[src/rtl/swallow_pkg.sv]
package swallow_pkg;
  localparam int PC_W = 7;  // holds modulus-1 up to 64

  typedef enum logic [1:0] {PSEL_8, PSEL_16, PSEL_32, PSEL_64} psel_e;

  function automatic logic [PC_W-1:0] base_of(psel_e code);
    case (code)
      PSEL_8:  return PC_W'(8);
      PSEL_16: return PC_W'(16);
      PSEL_32: return PC_W'(32);
      default: return PC_W'(64);
    endcase
  endfunction
endpackage

[src/rtl/swallow_cfg_guard.sv]
module swallow_cfg_guard
  import swallow_pkg::*;
#(
  parameter int B_W   = 13,
  parameter int A_W   = 6,
  parameter int B_MIN = 3,
  parameter int B_RST = 3
) (
  input  logic           clk_i,
  input  logic           rst_ni,
  input  logic [B_W-1:0] b_i,
  input  logic [A_W-1:0] a_i,
  input  psel_e          psel_i,
  output logic [B_W-1:0] hold_b_o,
  output logic [A_W-1:0] hold_a_o,
  output psel_e          hold_p_o,
  output logic           err_o
);
  localparam int AX = B_W - A_W;

  logic valid;
  assign valid = (b_i >= B_W'(B_MIN)) && (b_i >= {{AX{1'b0}}, a_i});

  always_ff @(posedge clk_i or negedge rst_ni) begin
    if (!rst_ni) begin
      hold_b_o <= B_W'(B_RST);
      hold_a_o <= '0;
      hold_p_o <= PSEL_8;
      err_o    <= 1'b0;
    end else begin
      err_o <= !valid;
      if (valid) begin
        hold_b_o <= b_i;
        hold_a_o <= a_i;
        hold_p_o <= psel_i;
      end
    end
  end

  // an illegal request leaves the held setting untouched
  a_r7_hold_on_err: assert property (@(posedge clk_i) disable iff (!rst_ni)
    !valid |=> ($stable(hold_b_o) && $stable(hold_a_o) && $stable(hold_p_o)));

  a_r8_held_legal: assert property (@(posedge clk_i) disable iff (!rst_ni)
    (hold_b_o >= B_W'(B_MIN)) && (hold_b_o >= {{AX{1'b0}}, hold_a_o}));

  a_r7_err_flag: assert property (@(posedge clk_i) disable iff (!rst_ni)
    (b_i < B_W'(B_MIN)) |=> err_o);
endmodule

[src/rtl/swallow_prescaler.sv]
module swallow_prescaler
  import swallow_pkg::*;
(
  input  logic            clk_i,
  input  logic            rst_ni,
  input  logic            clr_i,
  input  logic [PC_W-1:0] base_i,
  input  logic            plus1_i,
  output logic            tick_o
);
  logic [PC_W-1:0] cnt;
  logic [PC_W-1:0] last;

  assign last   = plus1_i ? base_i : base_i - PC_W'(1);
  assign tick_o = (cnt == last);

  always_ff @(posedge clk_i or negedge rst_ni) begin
    if (!rst_ni)      cnt <= '0;
    else if (clr_i)   cnt <= '0;
    else if (tick_o)  cnt <= '0;
    else              cnt <= cnt + PC_W'(1);
  end

  // count never passes the largest modulus for the active P
  a_r2_cnt_in_range: assert property (@(posedge clk_i) disable iff (!rst_ni)
    cnt <= base_i);

  a_r2_wrap_to_zero: assert property (@(posedge clk_i) disable iff (!rst_ni)
    tick_o |=> (cnt == '0));
endmodule

[src/rtl/swallow_counters.sv]
module swallow_counters
  import swallow_pkg::*;
#(
  parameter int B_W   = 13,
  parameter int A_W   = 6,
  parameter int B_RST = 3
) (
  input  logic            clk_i,
  input  logic            rst_ni,
  input  logic            clr_i,
  input  logic            tick_i,
  input  logic [B_W-1:0]  hold_b_i,
  input  logic [A_W-1:0]  hold_a_i,
  input  psel_e           hold_p_i,
  output logic [PC_W-1:0] p_act_o,
  output logic            mc_o,
  output logic            div_o
);
  localparam int AX = B_W - A_W;

  logic [B_W-1:0] b_rem;
  logic [A_W-1:0] a_rem;
  logic           reload;

  assign reload = tick_i && (b_rem == B_W'(1));
  assign mc_o   = (a_rem != '0);

  always_ff @(posedge clk_i or negedge rst_ni) begin
    if (!rst_ni) begin
      b_rem   <= B_W'(B_RST);
      a_rem   <= '0;
      p_act_o <= base_of(PSEL_8);
      div_o   <= 1'b0;
    end else if (clr_i || reload) begin
      b_rem   <= hold_b_i;
      a_rem   <= hold_a_i;
      p_act_o <= base_of(hold_p_i);
      div_o   <= reload && !clr_i;
    end else begin
      div_o <= 1'b0;
      if (tick_i) begin
        b_rem <= b_rem - B_W'(1);
        if (a_rem != '0) a_rem <= a_rem - A_W'(1);
      end
    end
  end

  a_r1_b_nonzero: assert property (@(posedge clk_i) disable iff (!rst_ni)
    b_rem != '0);

  // swallow count drains before the period ends
  a_r4_a_le_b: assert property (@(posedge clk_i) disable iff (!rst_ni)
    {{AX{1'b0}}, a_rem} <= b_rem);

  a_r4_mc_falls_on_tick: assert property (@(posedge clk_i) disable iff (!rst_ni)
    ($fell(mc_o) && !$past(clr_i)) |-> $past(tick_i));

  a_r3_single_pulse: assert property (@(posedge clk_i) disable iff (!rst_ni)
    div_o |=> !div_o);

  a_r6_clr_quiet: assert property (@(posedge clk_i) disable iff (!rst_ni)
    clr_i |=> !div_o);
endmodule

[src/rtl/swallow_divider.sv]
module swallow_divider
  import swallow_pkg::*;
#(
  parameter int B_W   = 13,
  parameter int A_W   = 6,
  parameter int B_MIN = 3,
  parameter int B_RST = 3
) (
  input  logic           clk_i,
  input  logic           rst_ni,
  input  logic           cnt_rst_i,
  input  logic [B_W-1:0] b_val_i,
  input  logic [A_W-1:0] a_val_i,
  input  logic [1:0]     psel_i,
  output logic           mod_ctl_o,
  output logic           div_o,
  output logic           cfg_err_o
);
  logic [B_W-1:0]  hold_b;
  logic [A_W-1:0]  hold_a;
  psel_e           hold_p;
  logic [PC_W-1:0] p_act;
  logic            tick;

  swallow_cfg_guard #(
    .B_W(B_W), .A_W(A_W), .B_MIN(B_MIN), .B_RST(B_RST)
  ) u_guard (
    .clk_i    (clk_i),
    .rst_ni   (rst_ni),
    .b_i      (b_val_i),
    .a_i      (a_val_i),
    .psel_i   (psel_e'(psel_i)),
    .hold_b_o (hold_b),
    .hold_a_o (hold_a),
    .hold_p_o (hold_p),
    .err_o    (cfg_err_o)
  );

  swallow_prescaler u_presc (
    .clk_i   (clk_i),
    .rst_ni  (rst_ni),
    .clr_i   (cnt_rst_i),
    .base_i  (p_act),
    .plus1_i (mod_ctl_o),
    .tick_o  (tick)
  );

  swallow_counters #(
    .B_W(B_W), .A_W(A_W), .B_RST(B_RST)
  ) u_cnt (
    .clk_i    (clk_i),
    .rst_ni   (rst_ni),
    .clr_i    (cnt_rst_i),
    .tick_i   (tick),
    .hold_b_i (hold_b),
    .hold_a_i (hold_a),
    .hold_p_i (hold_p),
    .p_act_o  (p_act),
    .mc_o     (mod_ctl_o),
    .div_o    (div_o)
  );

  a_r10_reset_quiet: assert property (@(posedge clk_i)
    !rst_ni |-> (!div_o && !cfg_err_o && !mod_ctl_o));
endmodule

[config.mk]
export PLATFORM = sky130hd
export DESIGN_NAME = swallow_divider
export DESIGN_NICKNAME = d
export VERILOG_FILES = /design/src/rtl/swallow_pkg.sv /design/src/rtl/swallow_cfg_guard.sv /design/src/rtl/swallow_prescaler.sv /design/src/rtl/swallow_counters.sv /design/src/rtl/swallow_divider.sv
export SDC_FILE = /design/constraint.sdc
export NUM_CORES = 1
export LEC_CHECK = 0
export BUFFER_PORTS_ARGS = -buffer_cell sky130_fd_sc_hd__clkbuf_2
export CAP_MARGIN = 5
export CELL_PAD_IN_SITES_DETAIL_PLACEMENT = 1
export CELL_PAD_IN_SITES_GLOBAL_PLACEMENT = 1
export CORE_MARGIN = 2
export CORE_UTILIZATION = 35
export DETAILED_ROUTE_END_ITERATION = 8
export PLACE_DENSITY_LB_ADDON = 0.08
export RECOVER_POWER = 25
export SLEW_MARGIN = 10
export SYNTH_ARGS = -nofsm -noshare
export SYNTH_HDL_FRONTEND = slang
export SYNTH_SLANG_ARGS = --single-unit
[constraint.sdc]
create_clock -name clk_i -period 7.3 [get_ports clk_i]
set_clock_uncertainty 0.05 [all_clocks]
set_input_delay 1.46 -clock clk_i [delete_from_list [all_inputs] [get_ports clk_i]]
set_output_delay 1.46 -clock clk_i [all_outputs]
set_load 0.005 [all_outputs]
=== Yosys cells after proc, flatten, opt, wreduce, memory -nomap -nowiden ===
Index checks and enable logic that the tools add are counted.

* Multiplexer cells: 10
* Bitwise operators: 0
* Equal/unequal tests: 4
* Reductions and logical operators: 11
* Order comparisons: 2
* $add $sub $neg: 4
* Div/mod/pow operators: 0
* Multipliers: 0
* Shift operators: 0

{| class="wikitable"
|+ Operators by type and width
! operator !! number
|-
| 13-bit two-way mux || 2
|-
| 7-bit two-way mux || 3
|-
| 7-bit one-hot mux with 3 select lines || 1
|-
| 6-bit two-way mux || 3
|-
| 13-bit by 1-bit == test with 1-bit output, second input constant || 1
|-
| 13-bit by 2-bit >= comparator with 1-bit output, second input constant || 1
|-
| 13-bit by 6-bit >= comparator with 1-bit output || 1
|-
| 13-bit by 1-bit subtractor with 13-bit output, second input constant || 1
|-
| 7-bit by 1-bit adder with 7-bit output, second input constant || 1
|-
| 7-bit == test || 1
|-
| 7-bit by 1-bit subtractor with 7-bit output, second input constant || 1
|-
| 6-bit nonzero test || 1
|-
| 6-bit by 1-bit subtractor with 6-bit output, second input constant || 1
|-
| 2-bit nonzero test || 2
|-
| 1-bit logical AND || 3
|-
| 2-bit by 1-bit == test with 1-bit output, second input constant || 1
|-
| 2-bit == test, second input constant || 1
|-
| 1-bit logical NOT || 2
|-
| 2-bit logical NOT || 1
|-
| 2-bit AND reduction || 1
|-
| 1-bit logical OR || 1
|-
| 1-bit two-way mux || 1
|}

* Output and inout port bits: 3
* Bits in writable memories: 0
* Word-level logic and storage cells: 40
* Bits of input ports: 24
* Memories: 0
* Register bits: 56
* Bits in latches: 0
* Memory bits (read-only): 0

=== Longest topological paths before layout ===
Gate-level depths: netlist (run 1).

* Depth after elaboration: 7
* Depth in mapped cells: 10
* Gate-level depth less buffers: 9

=== Cells and area by module ===
Synthesis (run 1) repeated with hierarchy kept, for this count alone.

* Cell total of the unflattened synthesis: 254
* Area, all modules: 3,123.0 um2

{| class="wikitable"
|+ By module, submodules not included
! module !! cells an instance !! seq. area each (um2) !! times used !! area an instance (um2)
|-
| swallow_counters || 127 || 604.3 || 1 || 1,532.7
|-
| swallow_cfg_guard || 70 || 553.0 || 1 || 1,024.7
|-
| swallow_prescaler || 57 || 175.2 || 1 || 565.5
|}

=== Worst setup path before layout (run 1) ===
Ideal clock, no wire load.

* Kind: input port to flip-flop
* From: input port b_val_i[0]
* To: register u_guard.hold_a_o[0]
* Arrival: 3.176 ns
* Library setup time: 0.125 ns
* Cell stages on the path: 9
* Buffers on the path: 1
* Data required time: 7.125 ns
* Path slack: 3.949 ns
* Cells stage by stage: inv_1 > ha_1 > or3b_2 > a21boi_0 > o21ai_0 > a21oi_1 > o21bai_1 > clkbuf_1 > mux2_2

* Longest elaborated chain between the ends: 2
* Elaborated cells on any way between the ends: 3
* Classes of those cells: order compare (2); reduce/logical (1)

{| class="wikitable"
|+ RTL lines
! element !! RTL line !! source
|-
| from (decl) || swallow_divider.sv:12 || <nowiki>input logic [B_W-1:0] b_val_i,</nowiki>
|-
| 13-bit by 2-bit >= comparator with 1-bit output / 13-bit by 6-bit >= comparator with 1-bit output (equally long branches) || swallow_cfg_guard.sv:22 || <nowiki>assign valid = (b_i >= B_W'(B_MIN)) && (b_i >= {{AX{1'b0}}, a_i});</nowiki>
|-
| 1-bit logical AND (*) || swallow_cfg_guard.sv:22 ||
|-
| to (signal assigned) || swallow_cfg_guard.sv:34 || <nowiki>hold_a_o <= a_i;</nowiki>
|-
| to (decl) || swallow_cfg_guard.sv:15 || <nowiki>output logic [A_W-1:0] hold_a_o,</nowiki>
|}

Mark *: on every way between the ends. The rest lies on a longest branch, timed or not.
A chain may end at the register's enable or synchronous reset.

==> results.md, run 1 <==
* First-pass GRT wire length at 13000 µm
* Final setup TNS at 0 ns
* WS Path Type: primary input to async pin
* Yosys cell types at 53
* Drc violations at 0
* Layout cell share with drive strength beyond 1 at 20.6%
* Max_slew headroom at -97.1%
* Clock power frac at 26.9%
* Final setup fails at 0
* Switching power at 0.218 mW
* Worst-path cell chain: clkbuf_2, clkbuf_1
* Flops & latches, synth at 53
* Sw frac at 32.3%
* Die area at 9290 µm²
* Syn Std Cell Area at 2990 µm²
* Post-route ant nets at 0
* GRT Util Overall at 18.4%
* Avg Cell Area, Syn at 10.3 µm²
* Pwr Total at 0.675 mW
* Antenna violations before repair at 0
* WP depth at 2
* FP Rows at 33
* Cells after Synth at 291
* Drt pass-1 iters at 4
* Worst skew pair latency at 0.31 ns
* Clock-pin slew on the worst setup and hold paths at 0.10 ns
* Register-to-Register Path Depth at 9
* HP Class: flip-flop to flip-flop
* Final slew viol count at 54
* Outcome: finished, violations left
* CP top delay family: buffers and inverters
* WHS Path Cells at 1
* Flop pwr share at 51.5%
* Starting Density at 36.2%
* Min Hold Slack at 0.452 ns
* Failing checks: capacitance limit, slew limit
* Yosys Warn Count at 0
* P_leak at 1.45 nW
* CTS Buf Count at 5
* Final worst slack at 3.39 ns
* Post-DP HPWL at 5690 µm
* Power per cell area at 205 nW/µm²
* RD Place Congestion at 0.781
* Startpoint Class: primary input
* Starting DRT DRC Count at 70
* CP endpoint kind: async pin
* Vias in the first global route at 2485
* Routed wire length at 7850 µm
* Int Pwr at 0.458 mW
* CTS max path bufs at 2
* Net count after synthesis at 326
* CTS HTree Levels at 2
* Final #Nets at 349
* CTS tree: built
* Max Freq at 256 MHz
* Fillers at 953
* Worst path slowest cell: clkbuf_1
* Avg WL per Cell at 18.7 µm
* Tightest Pin Transition at 2.96 ns
* Routed vias at 2347
* Max rail drop VDD at 0.0617 mV
* Final worst path period need at 3.91 ns
* Area delta synth->final at 10.5%
* DP Worst Slack at 3.38 ns
* Die width at 96.4 µm
* # hold bufs at CTS at 0
* RSZ-0062 raised after global routing: no
* Comb pwr share at 21.7%
* Worst EP required at 7.04 ns
* Diode count at 0
* Cts repair resizes at 0
* # clock sinks at 53
* Grt total ovfl at 0
* Core Area at 8260 µm²
* Total of max-cap violations at 1
* Crit path buf inv count at 2
* Largest net degree at the start of global routing at 54
* I/O Buffers at 26
* # IOs at 27
* CP arrival at 3.65 ns
* Final Cell Area at 3300 µm²
* CP max stage delay at 2.08 ns
* Post CTS Setup Buffer Count at 0
* Seq/Total Area, Yosys at 44.6%
* Vias per inst at 5.59
* Die extent in y at 96.4 µm
* Final worst path period share at 53.5%
* CTS root buf: clkbuf_8
* Max FO, Critical Path at 53
* Post-Place Cell Area at 3210 µm²
* Final hold viol count at 0
* Reg2reg setup slack at 3.86 ns
[synthesized netlist by cell type, drive strengths merged]
| library cell | count | area, µm² |
|---|---|---|
| mux2i | 3 | 30.0 |
| o21bai | 1 | 7.51 |
| o211a | 6 | 60.1 |
| xor2 | 1 | 8.76 |
| a221oi | 1 | 8.76 |
| a2bb2oi | 1 | 8.76 |
| or4b | 3 | 41.3 |
| nor2 | 26 | 100 |
| nand2b | 3 | 18.8 |
| o311a | 1 | 10.0 |
| a211o | 1 | 8.76 |
| mux2 | 15 | 169 |
| or3 | 3 | 18.8 |
| nor4 | 7 | 43.8 |
| a21o | 7 | 52.6 |
| inv | 21 | 78.8 |
| nand2 | 13 | 48.8 |
| dfstp | 5 | 131 |
| ha | 11 | 138 |
| a21oi | 12 | 60.1 |
| or3b | 1 | 8.76 |
| nor3 | 15 | 75.1 |
| dfrtp | 48 | 1200 |
| and3 | 5 | 31.3 |
| o311ai | 3 | 41.3 |
| a21boi | 2 | 15.0 |
| and2 | 1 | 6.26 |
| o22ai | 2 | 26.3 |
| or4 | 3 | 22.5 |
| xnor2 | 8 | 70.1 |
| clkinv | 1 | 3.75 |
| and4 | 1 | 8.76 |
| nand3 | 6 | 30.0 |
| o31ai | 3 | 22.5 |
| o211ai | 7 | 66.3 |
| nand4 | 2 | 12.5 |
| o2111ai | 3 | 26.3 |
| a221o | 12 | 120 |
| nor2b | 3 | 18.8 |
| clkbuf | 8 | 30.0 |
| a211oi | 2 | 15.0 |
| buf | 3 | 22.5 |
| a31o | 1 | 8.76 |
| o21ai | 10 | 61.3 |
[metrics by stage]
stage / std cells / util (%)
final: 420 / 40.0
after global routing: 420 / 40.0
after global placement: 412 / 38.8
after floorplan: 291 / -
after detailed placement: 412 / 38.8
after CTS: 420 / 40.0
[area by class of cell]
cell class	instances	area [µm²]	share of cell area [%]
clock buffers	6	82.6	2.50
clock inverters	2	13.8	0.417
inverters	22	82.6	2.50
multi-input cells	205	1520	46.2
flip-flops and latches	53	1330	40.4
well taps	105	131	3.98
repair buffers	27	134	4.06
[power by group through the flow]
stage / combinational (mW) / clock (mW) / sequential (mW)
finish: 0.146 / 0.181 / 0.348
global route: 0.166 / 0.201 / 0.351
CTS: 0.149 / 0.189 / 0.347
detailed placement: 0.149 / 0 / 0.353
global placement: 0.146 / 0 / 0.352
floorplan: 0.107 / 0 / 0.344
[state kept, by name, summed over array words and instances, names as in the netlist]
register / count
u_guard.hold_p_o: 2
u_cnt.p_act_o: 4
u_cnt.a_rem: 6
u_cnt.b_rem: 13
u_guard.hold_b_o: 13
u_guard.hold_a_o: 6
u_cnt.div_o: 1
u_guard.err_o: 1
u_presc.cnt: 7
[layer usage]
| layer | wire length, µm | global-route usage (%) | vias to the layer above |
|---|---|---|---|
| met5 | 0 | 0 | - |
| met4 | 73 | 4.11 | 0 |
| met3 | 187 | 2.72 | 8 |
| met2 | 3720 | 31.0 | 30 |
| met1 | 3870 | 25.1 | 1186 |
| li1 | - | - | 1123 |
[worst paths after layout]
path / endpoint / from
min in group asynchronous: u_cnt.b_rem[5]$_DFFE_PN0P_ / rst_ni
worst min-delay path: u_presc.cnt[0]$_DFF_PN0_ / u_presc.cnt[0]$_DFF_PN0_
worst max register to register: u_cnt.p_act_o[5]$_DFFE_PN0P_ / u_cnt.a_rem[0]$_DFFE_PN0P_
max in group clk_i: mod_ctl_o / u_cnt.a_rem[0]$_DFFE_PN0P_
worst max-delay path: u_cnt.a_rem[4]$_DFFE_PN0P_ / rst_ni
worst min register to register: u_presc.cnt[0]$_DFF_PN0_ / u_presc.cnt[0]$_DFF_PN0_
[cell usage in the layout (no fill, tap or decap), types with 4 or more instances in the layout]
cell type and instances:
nor4_1 7, nor3_1 15, o21ai_0 5, inv_1 20, and3_1 5, dfstp_2 5, clkbuf_2 26, a21o_1 7
nor2_1 25, xnor2_1 8, a221o_1 12, mux2_2 13, a21oi_1 12, o21ai_1 4, nand2_1 13, o211ai_1 6
nand3_1 6, clkbuf_8 6, ha_1 11, dfrtp_1 48, o211a_1 5
[logic make-up (layout without fill, tap and decap cells)]
kind of cell | Yosys count | after routing | share of synthesized area [%]
AND/OR/NAND/NOR | 92 | 92 | 16.2
adder cells (fa/ha/maj) | 11 | 11 | 4.61
buffers and inverters | 33 | 57 | 4.52
AO/OA/AOI/OAI | 75 | 75 | 20.7
multiplexers | 18 | 18 | 6.66
XOR/XNOR | 9 | 9 | 2.64
flip-flops | 53 | 53 | 44.6
No activity file was read; power rests on OpenSTA's default activity.
==> inputs of run 2 (changes only) <==
- clock period: 7.3 -> 3.8 ns (I/O delays scaled with it)
==> run 2 against run 1 <==
Effect of this change: the flow still finishes with violations (capacitance limit, slew limit); global-route usage rose by 0.88 points; critical endpoint is now u_cnt.b_rem[8]$_DFFE_PN0P_; via count rose by 2.9%; hold slack got worse by 0.010 ns; critical path depth rose by 8; highest routed layer unchanged.
==> results.md, run 2 (synthesis results as in run 1) <==
* Avg WL per Cell at 19.2 µm (+2.6%)
* Vias per inst at 5.67 (+1.5%)
* Tightest Pin Transition at 2.43 ns (-0.523 ns)
* Final hold viol count at 0 (unchanged)
* Die extent in y at 96.4 µm (unchanged)
* Met1 usage at 26.3% (+1.2 points)
* Drt pass-1 iters at 4 (unchanged)
* # IOs at 27 (unchanged)
* Post-DP HPWL at 5960 µm (+4.8%)
* Outcome: finished, violations left
* Routed vias at 2416 (+2.9%)
* Total of max-cap violations at 1 (unchanged)
* Top Registers: u_cnt.b_rem x13, u_guard.hold_b_o x13, u_presc.cnt x7
* Final #Nets at 355 (+1.7%)
* Max Freq at 312 MHz
* Die width at 96.4 µm (unchanged)
* Routed wire length at 8170 µm (+4.1%)
* Drc violations at 0 (unchanged)
* # clock sinks at 53 (unchanged)
* Antenna violations before repair at 0 (unchanged)
* Clock-pin slew on the worst setup and hold paths at 0.11 ns (about the same)
* Max rail drop VDD at 0.149 mV (+140%)
* CTS max path bufs at 2 (unchanged)
* Area delta synth->final at 13.2%
* Starting Density at 36.2% (unchanged)
* WHS Path Cells at 1 (unchanged)
* Layout cell share with drive strength beyond 1 at 22.1% (+1.5 points)
* CTS root buf: clkbuf_8
* RSZ-0062 raised after global routing: no
* Worst EP required at 3.95 ns (-3.09 ns)
* Worst skew pair latency at 0.31 ns (about the same)
* Post-route ant nets at 0 (unchanged)
* DP Worst Slack at 0.611 ns (-2.77 ns)
* CP arrival at 3.35 ns (-0.30 ns)
* Largest net degree at the start of global routing at 54 (unchanged)
* CP max stage delay at 0.52 ns (-1.56 ns)
* WS Path Type: flip-flop to flip-flop
* Final setup TNS at 0 ns (unchanged)
* Die area at 9290 µm² (unchanged)
* FP Rows at 33 (unchanged)
* Register-to-Register Path Depth at 10 (+1)
* Max_slew headroom at -62.2% (+35 points)
* I/O Buffers at 26 (unchanged)
* First-pass GRT wire length at 13500 µm (+4.0%)
* Final worst path period need at 3.20 ns
* Util after Layout at 41.0% (+1.0 points)
* Power per cell area at 405 nW/µm² (+98%)
* Starting DRT DRC Count at 133 (+90%)
* Worst-path cell chain: inv_1, ha_1, or4b_4, nor2_2, inv_2, o311ai_2, o211ai_4, buf_4, o311a_1, a221o_1
* Commonest non-fill, non-tap cells in the layout: dfrtp_1, clkbuf_2, nor2_1
* Diode count at 0 (unchanged)
* GRT Util Overall at 19.2% (+0.88 points)
* Failing checks: capacitance limit, slew limit
* Gr busiest metal: met2
* WP depth at 10 (+8)
* Final slew viol count at 54 (unchanged)
* M2 GR Usage at 32.6% (+1.6 points)
* Final worst slack at 0.595 ns (-2.80 ns)
* Final worst path period share at 84.3%
* RD Place Congestion at 0.810 (+3.8%)
* Pwr Total at 1.37 mW (+100%)
* CTS tree: built
* CTS Buf Count at 5 (unchanged)
* # hold bufs at CTS at 0 (unchanged)
* Grt total ovfl at 0 (unchanged)
* Final setup fails at 0 (unchanged)
* Vias in the first global route at 2552 (+2.7%)
* Final Cell Area at 3380 µm² (+2.5%)
* CP top delay family: compound AO/OA/AOI/OAI gates
* Core Area at 8260 µm² (unchanged)
* Post-Place Cell Area at 3280 µm² (+2.2%)
* Met3 Resource Use GR at 2.17% (-0.54 points)
* Commonest non-fill, non-tap cell in the layout: dfrtp_1
* CTS HTree Levels at 2 (unchanged)
* P_leak at 1.50 nW (+3.5%)
* CP endpoint kind: flip-flop
* Worst path slowest cell: or4b_4
* Max FO, Critical Path at 14 (-74%)
* Crit path buf inv count at 3 (+1)
* Startpoint Class: flip-flop
* Post CTS Setup Buffer Count at 0 (unchanged)
* HP Class: flip-flop to flip-flop
* Cts repair resizes at 0 (unchanged)
==> run 2: cell types whose count changed in the layout (fill, tap and decap cells not counted) <==
cell / change
inv_6: +1
clkinv_4: -1
clkbuf_8: -1
buf_4: +5
bufinv_16: +1
clkbuf_1: -1
buf_12: +1
dlymetal6s4s_1: +1
==> run 2: routing by layer <==
metal,routed length (µm),part of all wire (%)
met1,3880,48
met2,3930,48
met3,239,2.9
met4,116,1.4
met5,0,0
==> run 2: worst paths after layout <==
kind,start,endpoint,slack [ns]
min reg2reg,u_presc.cnt[0]$_DFF_PN0_,u_presc.cnt[0]$_DFF_PN0_,0.44
max in group asynchronous,rst_ni,u_guard.hold_b_o[7]$_DFFE_PN0P_,0.98
max,u_cnt.a_rem[0]$_DFFE_PN0P_,u_cnt.b_rem[8]$_DFFE_PN0P_,0.60
min,u_presc.cnt[0]$_DFF_PN0_,u_presc.cnt[0]$_DFF_PN0_,0.44
max reg2reg,u_cnt.a_rem[0]$_DFFE_PN0P_,u_cnt.b_rem[8]$_DFFE_PN0P_,0.60
min in group asynchronous,rst_ni,u_cnt.div_o$_DFF_PN0_,1.33
==> run 2: cell type report <==
class | count | area (µm²)
inverters | 22 | 82.6
well taps | 105 | 131
multi-input cells | 205 | 1520
flip-flops and latches | 53 | 1330
clock inverters | 3 | 43.8
fillers | 954 | 4870
repair buffers | 33 | 200
clock buffers | 5 | 68.8
==> run 2: report_power, final <==
| group | switching [mW] | internal [mW] |
|---|---|---|
| Sequential | 0.0520 | 0.617 |
| Combinational | 0.175 | 0.121 |
| Clock | 0.205 | 0.198 |
==> run 2: through the flow <==
stage               instances  hold WS [ns]
global placement          418         0.415
detailed placement        418         0.427
floorplan                 291         0.398
CTS                       426         0.391
global route              426         0.465
finish                    426         0.441
